$ cat config.mk
export PLATFORM = sky130hd
export DESIGN_NAME = tlb_xlate
export DESIGN_NICKNAME = d
export VERILOG_FILES = /design/src/rtl/tlb_pkg.sv /design/src/rtl/tlb_array.sv /design/src/rtl/tlb_perm.sv /design/src/rtl/tlb_walker.sv /design/src/rtl/tlb_xlate.sv
export SDC_FILE = /design/constraint.sdc
export NUM_CORES = 1
export LEC_CHECK = 0
export ABC_AREA = 1
export BUFFER_PORTS_ARGS = -buffer_cell sky130_fd_sc_hd__buf_4
export CAP_MARGIN = 20
export CORE_MARGIN = 4
export CORE_UTILIZATION = 60
export DETAILED_ROUTE_END_ITERATION = 7
export PLACE_DENSITY = 0.85
export SLEW_MARGIN = 10
export SYNTH_ARGS = -nofsm -noshare
export SYNTH_HDL_FRONTEND = slang
export SYNTH_SLANG_ARGS = --single-unit
$ cat constraint.sdc
create_clock -name clk_i -period 9.3 [get_ports clk_i]
set_input_delay 0 -clock clk_i [delete_from_list [all_inputs] [get_ports clk_i]]
set_output_delay 0 -clock clk_i [all_outputs]
set_load 0.03 [all_outputs]
$ cat src/rtl/tlb_pkg.sv
package tlb_pkg;
  typedef enum logic [1:0] {
    ACC_FETCH = 2'd0,
    ACC_READ  = 2'd1,
    ACC_WRITE = 2'd2,
    ACC_RSVD  = 2'd3
  } acc_e;

  // entry low bits
  localparam int PTE_V = 0;
  localparam int FLAG_LSB = 1;
  localparam int FLAG_W = 4;
  // flag vector indices (entry bit = FLAG_LSB + index)
  localparam int FL_R = 0;
  localparam int FL_W = 1;
  localparam int FL_X = 2;
  localparam int FL_D = 3;

  typedef enum logic [1:0] {
    WK_IDLE  = 2'd0,
    WK_WAIT  = 2'd1,
    WK_FAULT = 2'd2
  } walk_e;
endpackage

$ cat src/rtl/tlb_array.sv
module tlb_array
  import tlb_pkg::*;
#(
  parameter int ENTRIES = 4,
  parameter int VPN_W   = 20,
  parameter int PPN_W   = 20
) (
  input  logic              clk_i,
  input  logic              rst_ni,
  input  logic              flush_i,
  input  logic [VPN_W-1:0]  lk_vpn_i,
  output logic              hit_o,
  output logic [PPN_W-1:0]  hit_ppn_o,
  output logic [FLAG_W-1:0] hit_flags_o,
  input  logic              set_dirty_i,
  input  logic              fill_i,
  input  logic [VPN_W-1:0]  fill_vpn_i,
  input  logic [PPN_W-1:0]  fill_ppn_i,
  input  logic [FLAG_W-1:0] fill_flags_i
);
  localparam int PTR_W = (ENTRIES > 1) ? $clog2(ENTRIES) : 1;

  logic [ENTRIES-1:0] vld_q;
  logic [ENTRIES-1:0] match;
  logic [VPN_W-1:0]   vpn_q   [ENTRIES];
  logic [PPN_W-1:0]   ppn_q   [ENTRIES];
  logic [FLAG_W-1:0]  flags_q [ENTRIES];
  logic [PTR_W-1:0]   ptr_q;
  logic [PTR_W-1:0]   ptr_nxt;

  assign ptr_nxt = (ptr_q == PTR_W'(ENTRIES - 1)) ? '0 : ptr_q + 1'b1;

  for (genvar g = 0; g < ENTRIES; g++) begin : g_slot
    assign match[g] = vld_q[g] && (vpn_q[g] == lk_vpn_i);

    always_ff @(posedge clk_i) begin
      if (fill_i && ptr_q == PTR_W'(g)) begin
        vpn_q[g]   <= fill_vpn_i;
        ppn_q[g]   <= fill_ppn_i;
        flags_q[g] <= fill_flags_i;
      end else if (set_dirty_i && match[g]) begin
        flags_q[g][FL_D] <= 1'b1;
      end
    end
  end

  // one-hot read mux
  always_comb begin
    hit_ppn_o   = '0;
    hit_flags_o = '0;
    for (int i = 0; i < ENTRIES; i++) begin
      if (match[i]) begin
        hit_ppn_o   = hit_ppn_o | ppn_q[i];
        hit_flags_o = hit_flags_o | flags_q[i];
      end
    end
  end
  assign hit_o = |match;

  // flush wins over a same-cycle fill
  always_ff @(posedge clk_i or negedge rst_ni) begin
    if (!rst_ni) begin
      vld_q <= '0;
      ptr_q <= '0;
    end else if (flush_i) begin
      vld_q <= '0;
      ptr_q <= '0;
    end else if (fill_i) begin
      vld_q[ptr_q] <= 1'b1;
      ptr_q        <= ptr_nxt;
    end
  end
endmodule

$ cat src/rtl/tlb_perm.sv
module tlb_perm
  import tlb_pkg::*;
(
  input  logic [1:0]        kind_i,
  input  logic [FLAG_W-1:0] flags_i,
  output logic              allow_o
);
  always_comb begin
    unique case (acc_e'(kind_i))
      ACC_FETCH: allow_o = flags_i[FL_X];
      ACC_WRITE: allow_o = flags_i[FL_W];
      default:   allow_o = flags_i[FL_R];
    endcase
  end
endmodule

$ cat src/rtl/tlb_walker.sv
module tlb_walker
  import tlb_pkg::*;
#(
  parameter int VPN_W = 20,
  parameter int PA_W  = 32
) (
  input  logic             clk_i,
  input  logic             rst_ni,
  input  logic             start_i,
  input  logic [VPN_W-1:0] vpn_i,
  input  logic [PA_W-1:0]  base_i,
  output logic             mem_req_o,
  output logic [PA_W-1:0]  mem_addr_o,
  input  logic             mem_rvalid_i,
  input  logic [PA_W-1:0]  mem_rdata_i,
  output logic             idle_o,
  output logic             fault_o,
  output logic             fill_o,
  output logic [VPN_W-1:0] fill_vpn_o
);
  localparam int PAD_W = PA_W - VPN_W - 2;

  walk_e            st_q, st_d;
  logic [VPN_W-1:0] vpn_q;
  logic [PA_W-1:0]  addr_q;
  logic             resp;

  assign resp = (st_q == WK_WAIT) && mem_rvalid_i;

  always_comb begin
    st_d = st_q;
    unique case (st_q)
      WK_IDLE:  if (start_i) st_d = WK_WAIT;
      WK_WAIT:  if (mem_rvalid_i) st_d = mem_rdata_i[PTE_V] ? WK_IDLE : WK_FAULT;
      default:  st_d = WK_IDLE;
    endcase
  end

  always_ff @(posedge clk_i or negedge rst_ni) begin
    if (!rst_ni) begin
      st_q   <= WK_IDLE;
      vpn_q  <= '0;
      addr_q <= '0;
    end else begin
      st_q <= st_d;
      if (st_q == WK_IDLE && start_i) begin
        vpn_q  <= vpn_i;
        addr_q <= base_i + {{PAD_W{1'b0}}, vpn_i, 2'b00};
      end
    end
  end

  assign mem_req_o  = (st_q == WK_WAIT);
  assign mem_addr_o = addr_q;
  assign idle_o     = (st_q == WK_IDLE);
  assign fault_o    = (st_q == WK_FAULT);
  assign fill_o     = resp && mem_rdata_i[PTE_V];
  assign fill_vpn_o = vpn_q;
endmodule

$ cat src/rtl/tlb_xlate.sv
module tlb_xlate
  import tlb_pkg::*;
#(
  parameter int VA_W    = 32,
  parameter int PA_W    = 32,
  parameter int OFF_W   = 12,
  parameter int ENTRIES = 4
) (
  input  logic            clk_i,
  input  logic            rst_ni,
  input  logic            req_valid_i,
  input  logic [VA_W-1:0] req_vaddr_i,
  input  logic [1:0]      req_kind_i,
  input  logic [PA_W-1:0] ptbr_i,
  input  logic            flush_i,
  output logic            ready_o,
  output logic [PA_W-1:0] paddr_o,
  output logic            page_fault_o,
  output logic            perm_fault_o,
  output logic            dirty_o,
  output logic            mem_req_o,
  output logic [PA_W-1:0] mem_addr_o,
  input  logic            mem_rvalid_i,
  input  logic [PA_W-1:0] mem_rdata_i
);
  localparam int VPN_W = VA_W - OFF_W;
  localparam int PPN_W = PA_W - OFF_W;

  logic [VPN_W-1:0]  vpn;
  logic              hit;
  logic [PPN_W-1:0]  hit_ppn;
  logic [FLAG_W-1:0] hit_flags;
  logic              allow;
  logic              idle, wfault, fill;
  logic [VPN_W-1:0]  fill_vpn;
  logic              hit_ok;
  logic              set_dirty;

  assign vpn = req_vaddr_i[VA_W-1:OFF_W];

  tlb_array #(.ENTRIES(ENTRIES), .VPN_W(VPN_W), .PPN_W(PPN_W)) i_array (
    .clk_i        (clk_i),
    .rst_ni       (rst_ni),
    .flush_i      (flush_i),
    .lk_vpn_i     (vpn),
    .hit_o        (hit),
    .hit_ppn_o    (hit_ppn),
    .hit_flags_o  (hit_flags),
    .set_dirty_i  (set_dirty),
    .fill_i       (fill),
    .fill_vpn_i   (fill_vpn),
    .fill_ppn_i   (mem_rdata_i[PA_W-1:OFF_W]),
    .fill_flags_i (mem_rdata_i[FLAG_LSB+FLAG_W-1:FLAG_LSB])
  );

  tlb_perm i_perm (
    .kind_i  (req_kind_i),
    .flags_i (hit_flags),
    .allow_o (allow)
  );

  tlb_walker #(.VPN_W(VPN_W), .PA_W(PA_W)) i_walker (
    .clk_i        (clk_i),
    .rst_ni       (rst_ni),
    .start_i      (idle && req_valid_i && !hit),
    .vpn_i        (vpn),
    .base_i       (ptbr_i),
    .mem_req_o    (mem_req_o),
    .mem_addr_o   (mem_addr_o),
    .mem_rvalid_i (mem_rvalid_i),
    .mem_rdata_i  (mem_rdata_i),
    .idle_o       (idle),
    .fault_o      (wfault),
    .fill_o       (fill),
    .fill_vpn_o   (fill_vpn)
  );

  assign hit_ok    = idle && req_valid_i && hit;
  assign set_dirty = hit_ok && (acc_e'(req_kind_i) == ACC_WRITE) && allow && !hit_flags[FL_D];

  assign ready_o      = hit_ok || wfault;
  assign paddr_o      = hit_ok ? {hit_ppn, req_vaddr_i[OFF_W-1:0]} : '0;
  assign page_fault_o = wfault;
  assign perm_fault_o = hit_ok && !allow;
  assign dirty_o      = hit_ok && hit_flags[FL_D];
endmodule

==> summary.txt, run 1 <==
Global route
  – Number of global-route vias before repair: 9025
  – M1 GR Usage: 0.380
  – GR Layer Usage met3: 0.0476
  – First-pass GRT wire length: approximately 46000 µm
  – Largest net degree at the start of global routing: 99
  – GR peak layer: met2
  – Gr ovfl total: 0
  – Met2 Resource Use GR: 0.499
  – GRT Overall Usage: 0.288
  – Initial antenna violation count: 1

Floorplan
  – Total core area: 18000 µm²
  – Overall die width: 143 µm
  – Row Count: 49
  – Initial Utilization: 0.611
  – Die extent in y: 143 µm
  – IO Count: ~170
  – Full die area: around 21000 µm²

Timing
  – Post-layout min period: approximately 3.6 ns
  – Slew headroom: 0.352
  – Final Hold Vio Count: 0
  – Final-report max-slew violation count: 0
  – Final period utilization: 0.387
  – Setup Viol. Count Final: 0
  – Worst-margin pin slew: 0.966 ns
  – Min Hold Slack: 0.0125 ns
  – Post-route setup TNS: 0 ns
  – Max Freq: 0.278 GHz
  – Final WS setup: ~5.7 ns
  – Clk_skew: 0.0114 ns
  – RSZ-0062 raised after global routing: false

Logic synthesis
  – Syn Nets: 1228
  – Ys async rst share: 0.254
  – Top-count cell post-synth: nand2_1
  – Distinct cells, synth: 43
  – Most area-hungry cell type in the Yosys netlist: edfxtp_1
  – Synth warnings: 0
  – Cell area after synthesis: 11000 µm²
  – Post-synth EDFFs: 175
  – Syn_area_per_cell: about 10 µm²
  – Commonest register cell after synthesis: edfxtp_1
  – Synth area leaders: edfxtp_1 48%, dfrtp_1 14%, nand2_1 11%, o21ai_0 3.5%, inv_1 3.3%
  – Top cells by count, synth: 326 x nand2_1, 175 x edfxtp_1, 98 x inv_1
  – Register area share after synthesis: 0.615
  – Yosys reg bits: around 240
  – Mapped Cells: 1100
  – Synth top area share: 0.477

Pwr
  – Sequential Power Share: 0.480
  – P per Cell Area: 199 nW/µm²
  – Comb power frac: 0.181
  – Cell-internal power: 1.98 mW
  – Clock power frac: 0.339
  – Overall Power: 2.76 mW
  – VDD IR max: 0.170 mV
  – Psw: between 0.7 and 0.8 mW
  – Leakage power: 5.97 nW
  – Net Sw Frac: 0.282

Drt
  – Detail Route Antenna Nets: 0
  – DRC errors left: 0
  – Drt total wl: 30100 µm
  – Via density: approximately 5.7
  – Post-DR wirelength/cell: 18.9 µm
  – Vias: just over 9000
  – First DRT Iteration DRCs: 899
  – Drt pass-1 iters: 5

Critical path
  – Most frequent CP cell: dlygate4sd3_1
  – Slowest-stage cell, CP: dlygate4sd3_1
  – CP endpoint kind: register
  – Worst EP required: 9.75 ns
  – Buf+Inv Stages, Crit Path: 5
  – Crit start category: input pin
  – CP Max Fanout: 7
  – Kind of cell adding the most delay to the critical path: buffers and inverters
  – Worst EP arrival: 4.05 ns
  – Max incr delay on CP: 0.57 ns
  – Worst setup path class: input pin to register
  – Cell-by-cell listing of the critical path: dlygate4sd3_1 -> buf_4 -> ha_1 -> inv_1 -> fa_1 -> o21ai_0 -> nand3_1 -> nand3_1 -> nand2_1 -> nor3_1 -> nor2_1 -> dlygate4sd3_1 -> o21ai_2 -> dlygate4sd3_1

Cells and area
  – Layout area overhead: 26.0%
  – Fillers: between 1000 and 1500
  – Final Util: 0.770
  – Register area: between 6000 and 7000 µm²
  – Layout Cells excl Fill: approximately 1600
  – Final nets: approximately 1500
  – Final instance area: between 10000 and 15000 µm²
  – Share of layout cells above drive strength 1: 0.178
  – Multi-input gate area: 3680 µm²

Clock network
  – Clock Tree Buf Depth: 3
  – Clk_lat worst skew: 0.52 ns
  – Clk root buf: clkbuf_16
  – Clock Pin Slew Worst Setup and Hold Paths: 0.06 ns
  – CTS Hold Bufs: 68
  – CTS tree: yes
  – Cts repair resizes: 0
  – Postcts setup bufs: 0
  – TritonCTS buffer count: 24
  – Clock sink count: 236
  – H-tree Lvls: 1

Min path
  – HP Class: input pin to register

Place
  – # placed instances: 1476
  – Buffers on Ports: around 160
  – Dpl ws: 6.29 ns
  – Placed cell area: 12400 µm²
  – Gpl congestion: ~0.96
  – Detail Placement HPWL: 19200 µm

Outcome
  – Status: finished clean

Job
  – Max-Cap Viols: 0
## kinds of logic after synthesis
logic type               Yosys count  synth area share
adder cells (fa/ha/maj)           25            0.0291
flip-flops                       236             0.615
AND/OR/NAND/NOR                  485             0.181
AO/OA/AOI/OAI                    186            0.0972
XOR/XNOR                          32            0.0254
buffers and inverters            136            0.0517
## area by class of cell
class,count,area share
multi-input cells,728,0.265
inverters,115,0.0314
flip-flops and latches,236,0.488
diodes,1,0.000180
clock inverters,15,0.00964
well taps,229,0.0206
repair buffers,236,0.140
clock buffers,29,0.0453
## power groups by stage
stage / Sequential (mW) / Combinational (mW) / Clock, mW
finish: 1.32 / 0.499 / 0.934
global placement: 1.33 / 0.453 / 0
detailed placement: 1.34 / 0.464 / 0
floorplan: 1.42 / 0.188 / 0
CTS: 1.32 / 0.493 / 0.934
global route: 1.33 / 0.540 / 0.982
## state kept, by name, summed over array words and instances, names as in the netlist
register / count
i_walker.fill_vpn_o: 20
i_walker.st_q: 2
i_array.vld_q: 4
i_array.vpn_q: 80
i_array.flags_q: 16
i_array.ppn_q: 80
i_array.ptr_q: 2
i_walker.mem_addr_o: 32
## cells in the final DEF (no fill, tap or decap), types with 8 or more instances in the layout
| master | n |
|---|---|
| nand2_1 | 326 |
| edfxtp_1 | 175 |
| buf_4 | 168 |
| inv_1 | 95 |
| nor2_1 | 91 |
| o21ai_0 | 76 |
| dlygate4sd3_1 | 68 |
| dfrtp_1 | 60 |
| a21oi_1 | 34 |
| nand3_1 | 26 |
| ha_1 | 24 |
| clkbuf_16 | 24 |
| a31oi_1 | 23 |
| a22oi_1 | 20 |
| xor2_1 | 18 |
| inv_2 | 16 |
| xnor2_1 | 14 |
| o21ai_1 | 13 |
| nand4_1 | 11 |
| clkinv_1 | 10 |
| o21ai_2 | 9 |
| nor3_1 | 8 |
## worst paths after layout
kind	cells after the start	slack [ns]	to	from
worst max-delay path	14	5.70	i_walker.mem_addr_o[26]	req_vaddr_i[12]
worst min-delay path	4	0.01	i_walker.mem_addr_o[6]	ptbr_i[6]
worst max register to register	14	5.78	i_array.flags_q[2][3]	i_array.vpn_q[2][6]
worst min register to register	2	0.49	i_walker.mem_addr_o[24]	i_walker.mem_addr_o[24]
max in group asynchronous	2	8.63	i_walker.fill_vpn_o[9]	rst_ni
min in group asynchronous	2	0.14	i_walker.mem_addr_o[17]	rst_ni
## routing by layer
metal,up-vias,share of wire
met4,0,0.021
li1,4194,-
met2,515,0.50
met3,62,0.094
met5,-,0
met1,4311,0.38
## worst min-delay path: stages
cell	delay, ns
buf_4	0.08
ha_1	0.18
xnor2_1	0.13
o21ai_0	0.08
(Power assumes the default switching activity.)
==> run 2, diff against run 1 <==
--- a/config.mk
+++ b/config.mk
@@ -9,9 +9,9 @@
 export BUFFER_PORTS_ARGS = -buffer_cell sky130_fd_sc_hd__buf_4
 export CAP_MARGIN = 20
 export CORE_MARGIN = 4
-export CORE_UTILIZATION = 60
+export CORE_UTILIZATION = 57
 export DETAILED_ROUTE_END_ITERATION = 7
-export PLACE_DENSITY = 0.85
+export PLACE_DENSITY = 0.81
 export SLEW_MARGIN = 10
 export SYNTH_ARGS = -nofsm -noshare
 export SYNTH_HDL_FRONTEND = slang
==> constraint.sdc (replaced) <==
create_clock -name clk_i -period 3.7 [get_ports clk_i]
set_input_delay 0 -clock clk_i [delete_from_list [all_inputs] [get_ports clk_i]]
set_output_delay 0 -clock clk_i [all_outputs]
set_load 0.03 [all_outputs]
==> run 2 against run 1 <==
Critical path type unchanged. Die area increased by 5.0%. Clock power increased by 150%. Critical path depth unchanged. Highest routed layer unchanged. Largest cell class unchanged. Hold slack got worse by 0.0056 ns. Combinational power increased to 2.5 times the previous value.
==> summary.txt, run 2 (synthesized netlist as in run 1, its figures left out) <==
Place
  – Dpl ws: 1.20 ns
  – # placed instances: 1513
  – Gpl congestion: 0.929
  – Buffers on Ports: 164
  – Detail Placement HPWL: approximately 19000 µm

Critical path
  – Worst setup path class: input pin to register
  – RR Endpoint: i_walker.mem_addr_o[26]
  – CP endpoint kind: register
  – R2R depth: 12
  – Worst EP arrival: 3.98 ns
  – Launching point of the worst reg2reg path: i_array.vpn_q[3][7]
  – CP Max Fanout: 7
  – Slowest-stage cell, CP: dlygate4sd3_1
  – Max incr delay on CP: 0.57 ns
  – Most frequent CP cell: dlygate4sd3_1
  – Reg-to-reg setup timing slack: between 0.7 and 0.8 ns
  – Worst Setup SP: req_vaddr_i[12]
  – Crit start category: input pin
  – Worst EP required: 4.16 ns
  – Cell-by-cell listing of the critical path: dlygate4sd3_1 -> buf_4 -> ha_1 -> inv_1 -> fa_1 -> o21ai_0 -> nand3_1 -> nand3_1 -> nand2_1 -> nor3_1 -> nor2_1 -> dlygate4sd3_1 -> o21ai_2 -> dlygate4sd3_1

Cells and area
  – Layout Cells excl Fill: 1630
  – Antenna diodes: 0
  – Final Util: 0.743
  – Commonest non-fill, non-tap cell in the layout: nand2_1
  – Final nets: 1480
  – Layout area overhead: 27.1%
  – Share of layout cells above drive strength 1: 0.178
  – Most frequent cells in the layout: 326 x nand2_1, 175 x edfxtp_1, 174 x buf_4

Pwr
  – Leakage power: 6.01 nW
  – P per Cell Area: slightly below 500 nW/µm²
  – VDD IR max: 0.545 mV

Timing
  – RSZ-0062 raised after global routing: false
  – Worst-margin pin slew: 0.828 ns
  – Setup Viol. Count Final: 0
  – Max Freq: 0.284 GHz
  – Slew headroom: 0.448
  – Min Hold Slack: a little under 0.007 ns
  – Post-layout min period: 3.52 ns
  – Final-report max-slew violation count: 0
  – Final period utilization: 0.950
  – Final Hold Vio Count: 0
  – Clk_skew: approximately 0.010 ns
  – Final WS setup: ~0.18 ns
  – Post-route setup TNS: 0 ns

Drt
  – Post-DR wirelength/cell: between 15 and 20 µm
  – DRC errors left: 0
  – Drt pass-1 iters: 5
  – Via density: 5.47
  – Drt total wl: 29500 µm
  – First DRT Iteration DRCs: 791
  – Vias: 8920
  – Detail Route Antenna Nets: 0

Clock network
  – Clock sink count: roughly 240
  – Clock Tree Buf Depth: 3
  – H-tree Lvls: 1
  – Clk_lat worst skew: 0.53 ns
  – Clock Pin Slew Worst Setup and Hold Paths: 0.06 ns
  – TritonCTS buffer count: 25
  – Clk root buf: clkbuf_16
  – CTS tree: yes
  – Cts repair resizes: 0

Floorplan
  – Die extent in y: 147 µm
  – Row Count: 50
  – Initial Utilization: 0.585
  – Total core area: 18800 µm²
  – Overall die width: 147 µm
  – IO Count: 172
  – Full die area: 21600 µm²

Global route
  – First-pass GRT wire length: 46700 µm
  – Number of global-route vias before repair: 8881
  – Largest net degree at the start of global routing: slightly below 100
  – Initial antenna violation count: 0
  – GRT Overall Usage: 0.272
  – Gr ovfl total: 0

Min path
  – HP Start: ptbr_i[8]
  – Hold path endpoint: i_walker.mem_addr_o[8]
  – Worst Hold Path Cells: 4
  – HP Class: input pin to register

Outcome
  – Status: finished clean

Job
  – Max-Cap Viols: 0
## run 2: final cells by class
cell class / instances / area (µm²)
clock buffers: 33 / 666
clock inverters: 12 / 88.8
fillers: 1242 / 4830
inverters: 115 / 437
multi-input cells: 728 / 3680
flip-flops and latches: 236 / 6780
well taps: 260 / 325
repair buffers: 246 / 2030
## run 2: worst max-delay path by stage
stage / slack (ns) / endpoint
after CTS: 0.32 / i_walker.mem_addr_o[26]
after floorplan: 0.27 / i_array.flags_q[3][0]
after global placement: 1.24 / perm_fault_o
after global routing: 0.06 / i_walker.mem_addr_o[26]
after detailed placement: 1.20 / paddr_o[28]
final: 0.18 / i_walker.mem_addr_o[26]
## run 2: worst max-delay path, delay by kind of cell
kind / cells / cell delay [ns]
AND/OR/NAND/NOR: 5 / 0.67
AO/OA/AOI/OAI: 2 / 0.67
adder cells (fa/ha/maj): 2 / 0.70
buffers and inverters: 5 / 1.93
## run 2: routing by layer
layer	global-route usage	vias to the layer above	wire length, µm
li1	-	4214	-
met1	0.362	4245	11600
met2	0.469	415	14600
met3	0.0469	46	2600
met4	0.0657	0	646
met5	0	-	0
## run 2: per-stage QoR
stage / instance area [µm²] / power (mW)
after floorplan: 11000 / 4.04
after global placement: 12500 / 4.50
after detailed placement: 12500 / 4.53
after CTS: 14000 / 6.88
after global routing: 14000 / 7.18
final: 14000 / 6.90
## run 2: timing repair
item	4_1_cts	5_1_grt
hold endpoints to repair	203	0
hold buffers	72	0
endpoints found under the setup margin	0	0
buffers inserted	0	0
## run 2: power breakdown
group	internal (mW)	switching [mW]	leakage, nW
Clock	1.33	0.998	0.365
Combinational	0.474	0.776	3.30
Sequential	3.15	0.171	2.34
==> run 3, diff against run 2 <==
--- a/config.mk
+++ b/config.mk
@@ -8,10 +8,9 @@
 export ABC_AREA = 1
 export BUFFER_PORTS_ARGS = -buffer_cell sky130_fd_sc_hd__buf_4
 export CAP_MARGIN = 20
-export CORE_MARGIN = 4
-export CORE_UTILIZATION = 57
+export CORE_UTILIZATION = 52
 export DETAILED_ROUTE_END_ITERATION = 7
-export PLACE_DENSITY = 0.81
+export PLACE_DENSITY = 0.75
 export SLEW_MARGIN = 10
 export SYNTH_ARGS = -nofsm -noshare
 export SYNTH_HDL_FRONTEND = slang
==> run 3 against run 2 <==
Clock power fell by 2%. Cell count rose by 1.0%. Utilization fell by 5.8 points. Highest routed layer unchanged. Routed wire length fell by 4.3%. Clock-buffer cell count fell by 1. Clock skew rose by 0.0053 ns. Combinational power barely moved. Power fell by 0.84%.
==> summary.txt, run 3 (synthesized netlist as in run 1, its figures left out) <==
Clock network
  – Postcts setup bufs: 0
  – H-tree Lvls: 1
  – Clock sink count: 236
  – Clk_lat worst skew: 0.53 ns
  – Clock Tree Buf Depth: 3
  – CTS tree: yes
  – Clk root buf: clkbuf_16
  – Clock Pin Slew Worst Setup and Hold Paths: roughly 0.06 ns
  – TritonCTS buffer count: 25

Place
  – Gpl congestion: 0.977
  – Detail Placement HPWL: 18700 µm
  – Dpl ws: 1.15 ns
  – Buffers on Ports: 164

Floorplan
  – Row Count: 52
  – IO Count: ~170
  – Overall die width: 148 µm
  – Full die area: around 22000 µm²
  – Total core area: 20500 µm²
  – Initial Utilization: 0.537
  – Die extent in y: 148 µm

Timing
  – Worst-margin pin slew: roughly 0.86 ns
  – Slew headroom: 0.425
  – Final-report max-slew violation count: 0
  – Max Freq: 0.301 GHz
  – Post-route setup TNS: 0 ns
  – Final WS setup: 0.380 ns
  – Final Hold Vio Count: 0
  – Setup Viol. Count Final: 0
  – Final period utilization: 0.897
  – RSZ-0062 raised after global routing: false
  – Clk_skew: 0.0153 ns
  – Post-layout min period: 3.32 ns

Cells and area
  – Most frequent cells in the layout: 326 x nand2_1, 175 x edfxtp_1, 175 x buf_4
  – Final Util: 0.686
  – Share of layout cells above drive strength 1: 0.184
  – Commonest non-fill, non-tap cell in the layout: nand2_1
  – Final nets: 1486
  – Antenna diodes: 0
  – Layout area overhead: 27.6%

Critical path
  – Worst Setup SP: req_vaddr_i[12]
  – Worst EP arrival: 3.78 ns
  – CP endpoint kind: register
  – Crit path to: i_walker.mem_addr_o[26]
  – Most frequent CP cell: dlygate4sd3_1
  – Slowest-stage cell, CP: dlygate4sd3_1
  – Launching point of the worst reg2reg path: i_array.vpn_q[3][7]
  – R2R depth: 12
  – RR Endpoint: i_walker.mem_addr_o[26]
  – Cell-by-cell listing of the critical path: dlygate4sd3_1 -> buf_4 -> ha_1 -> inv_1 -> fa_1 -> o21ai_1 -> nand3_1 -> nand3_1 -> nand2_1 -> nor3_1 -> nor2_1 -> dlygate4sd3_1 -> o21ai_2 -> dlygate4sd3_1
  – Worst setup path class: input pin to register
  – Max incr delay on CP: 0.57 ns
  – CP Max Fanout: 7
  – Worst EP required: 4.16 ns
  – Crit start category: input pin
  – Reg-to-reg setup timing slack: 0.70 ns

Min path
  – HP Class: input pin to register

Outcome
  – Status: finished clean

Drt
  – Post-DR wirelength/cell: roughly 17 µm
  – Detail Route Antenna Nets: 0
  – Drt total wl: ~28000 µm
  – DRC errors left: 0
  – Via density: 5.35
  – Drt pass-1 iters: 5
  – First DRT Iteration DRCs: 778
  – Vias: between 8000 and 9000

Global route
  – First-pass GRT wire length: 44300 µm
  – Number of global-route vias before repair: slightly below 9000
  – Gr ovfl total: 0
  – Largest net degree at the start of global routing: 99
  – GRT Overall Usage: 0.263
  – Initial antenna violation count: 0

Pwr
  – Leakage power: 6.04 nW
  – VDD IR max: 0.384 mV
  – P per Cell Area: just under 500 nW/µm²

Job
  – Max-Cap Viols: 0
-- run 3: where the power goes --
group          total [mW]  switching, mW  internal (mW)
registers            3.32          0.171           3.15
clock network        2.28           1.02           1.26
logic                1.25          0.768          0.479
total                6.84           1.96           4.89
-- run 3: cell type report --
cell class	count	area, µm²
Timing Repair Buffer	252	2080
Clock buffer	32	652
Multi-Input combinational cell	728	3680
Sequential cell	236	6780
Clock inverter	14	88.8
Inverter	115	437
Fill cell	1530	6440
Tap cell	270	338
-- run 3: layer usage --
| layer | part of all wire | GRT usage | wire, µm |
|---|---|---|---|
| met4 | 0.029 | 0.0897 | 809 |
| met5 | 0 | 0 | 0 |
| met3 | 0.078 | 0.0475 | 2190 |
| met1 | 0.42 | 0.357 | 11700 |
| met2 | 0.48 | 0.429 | 13500 |
-- run 3: worst min path at each step --
stage                     from                       to  slack (ns)  depth (start not counted)
finish              ptbr_i[12]  i_walker.mem_addr_o[12]        0.02                          4
global route        ptbr_i[12]  i_walker.mem_addr_o[12]        0.04                          4
CTS                  ptbr_i[8]   i_walker.mem_addr_o[8]       0.007                          4
detailed placement      rst_ni  i_walker.mem_addr_o[19]        0.17                          1
global placement        rst_ni  i_walker.mem_addr_o[17]        0.15                          1
floorplan               rst_ni         i_array.ptr_q[0]       -0.30                          0
-- run 3: through the flow --
stage | std cells | hold slack, ns | power [mW] | cell area, µm²
global placement | 1524 | 0.154 | 4.50 | 12500
floorplan | 1100 | -0.296 | 4.04 | 11000
detailed placement | 1524 | 0.168 | 4.53 | 12500
global route | 1647 | 0.0424 | 7.11 | 14100
CTS | 1647 | 0.00693 | 6.87 | 14100
finish | 1647 | 0.0154 | 6.84 | 14100
-- run 3: critical path: cells and delay by family --
kind / cells / cell delay (ns)
fa+ha+maj: 2 / 0.74
buf+inv: 5 / 1.94
compound gates: 2 / 0.47
simple gates: 5 / 0.63
-- run 3: what timing repair did --
action	4_1_cts	5_1_grt
setup endpoints to repair	0	1
hold buffers	77	0
hold endpoints to repair	207	0
gates resized for setup	0	1
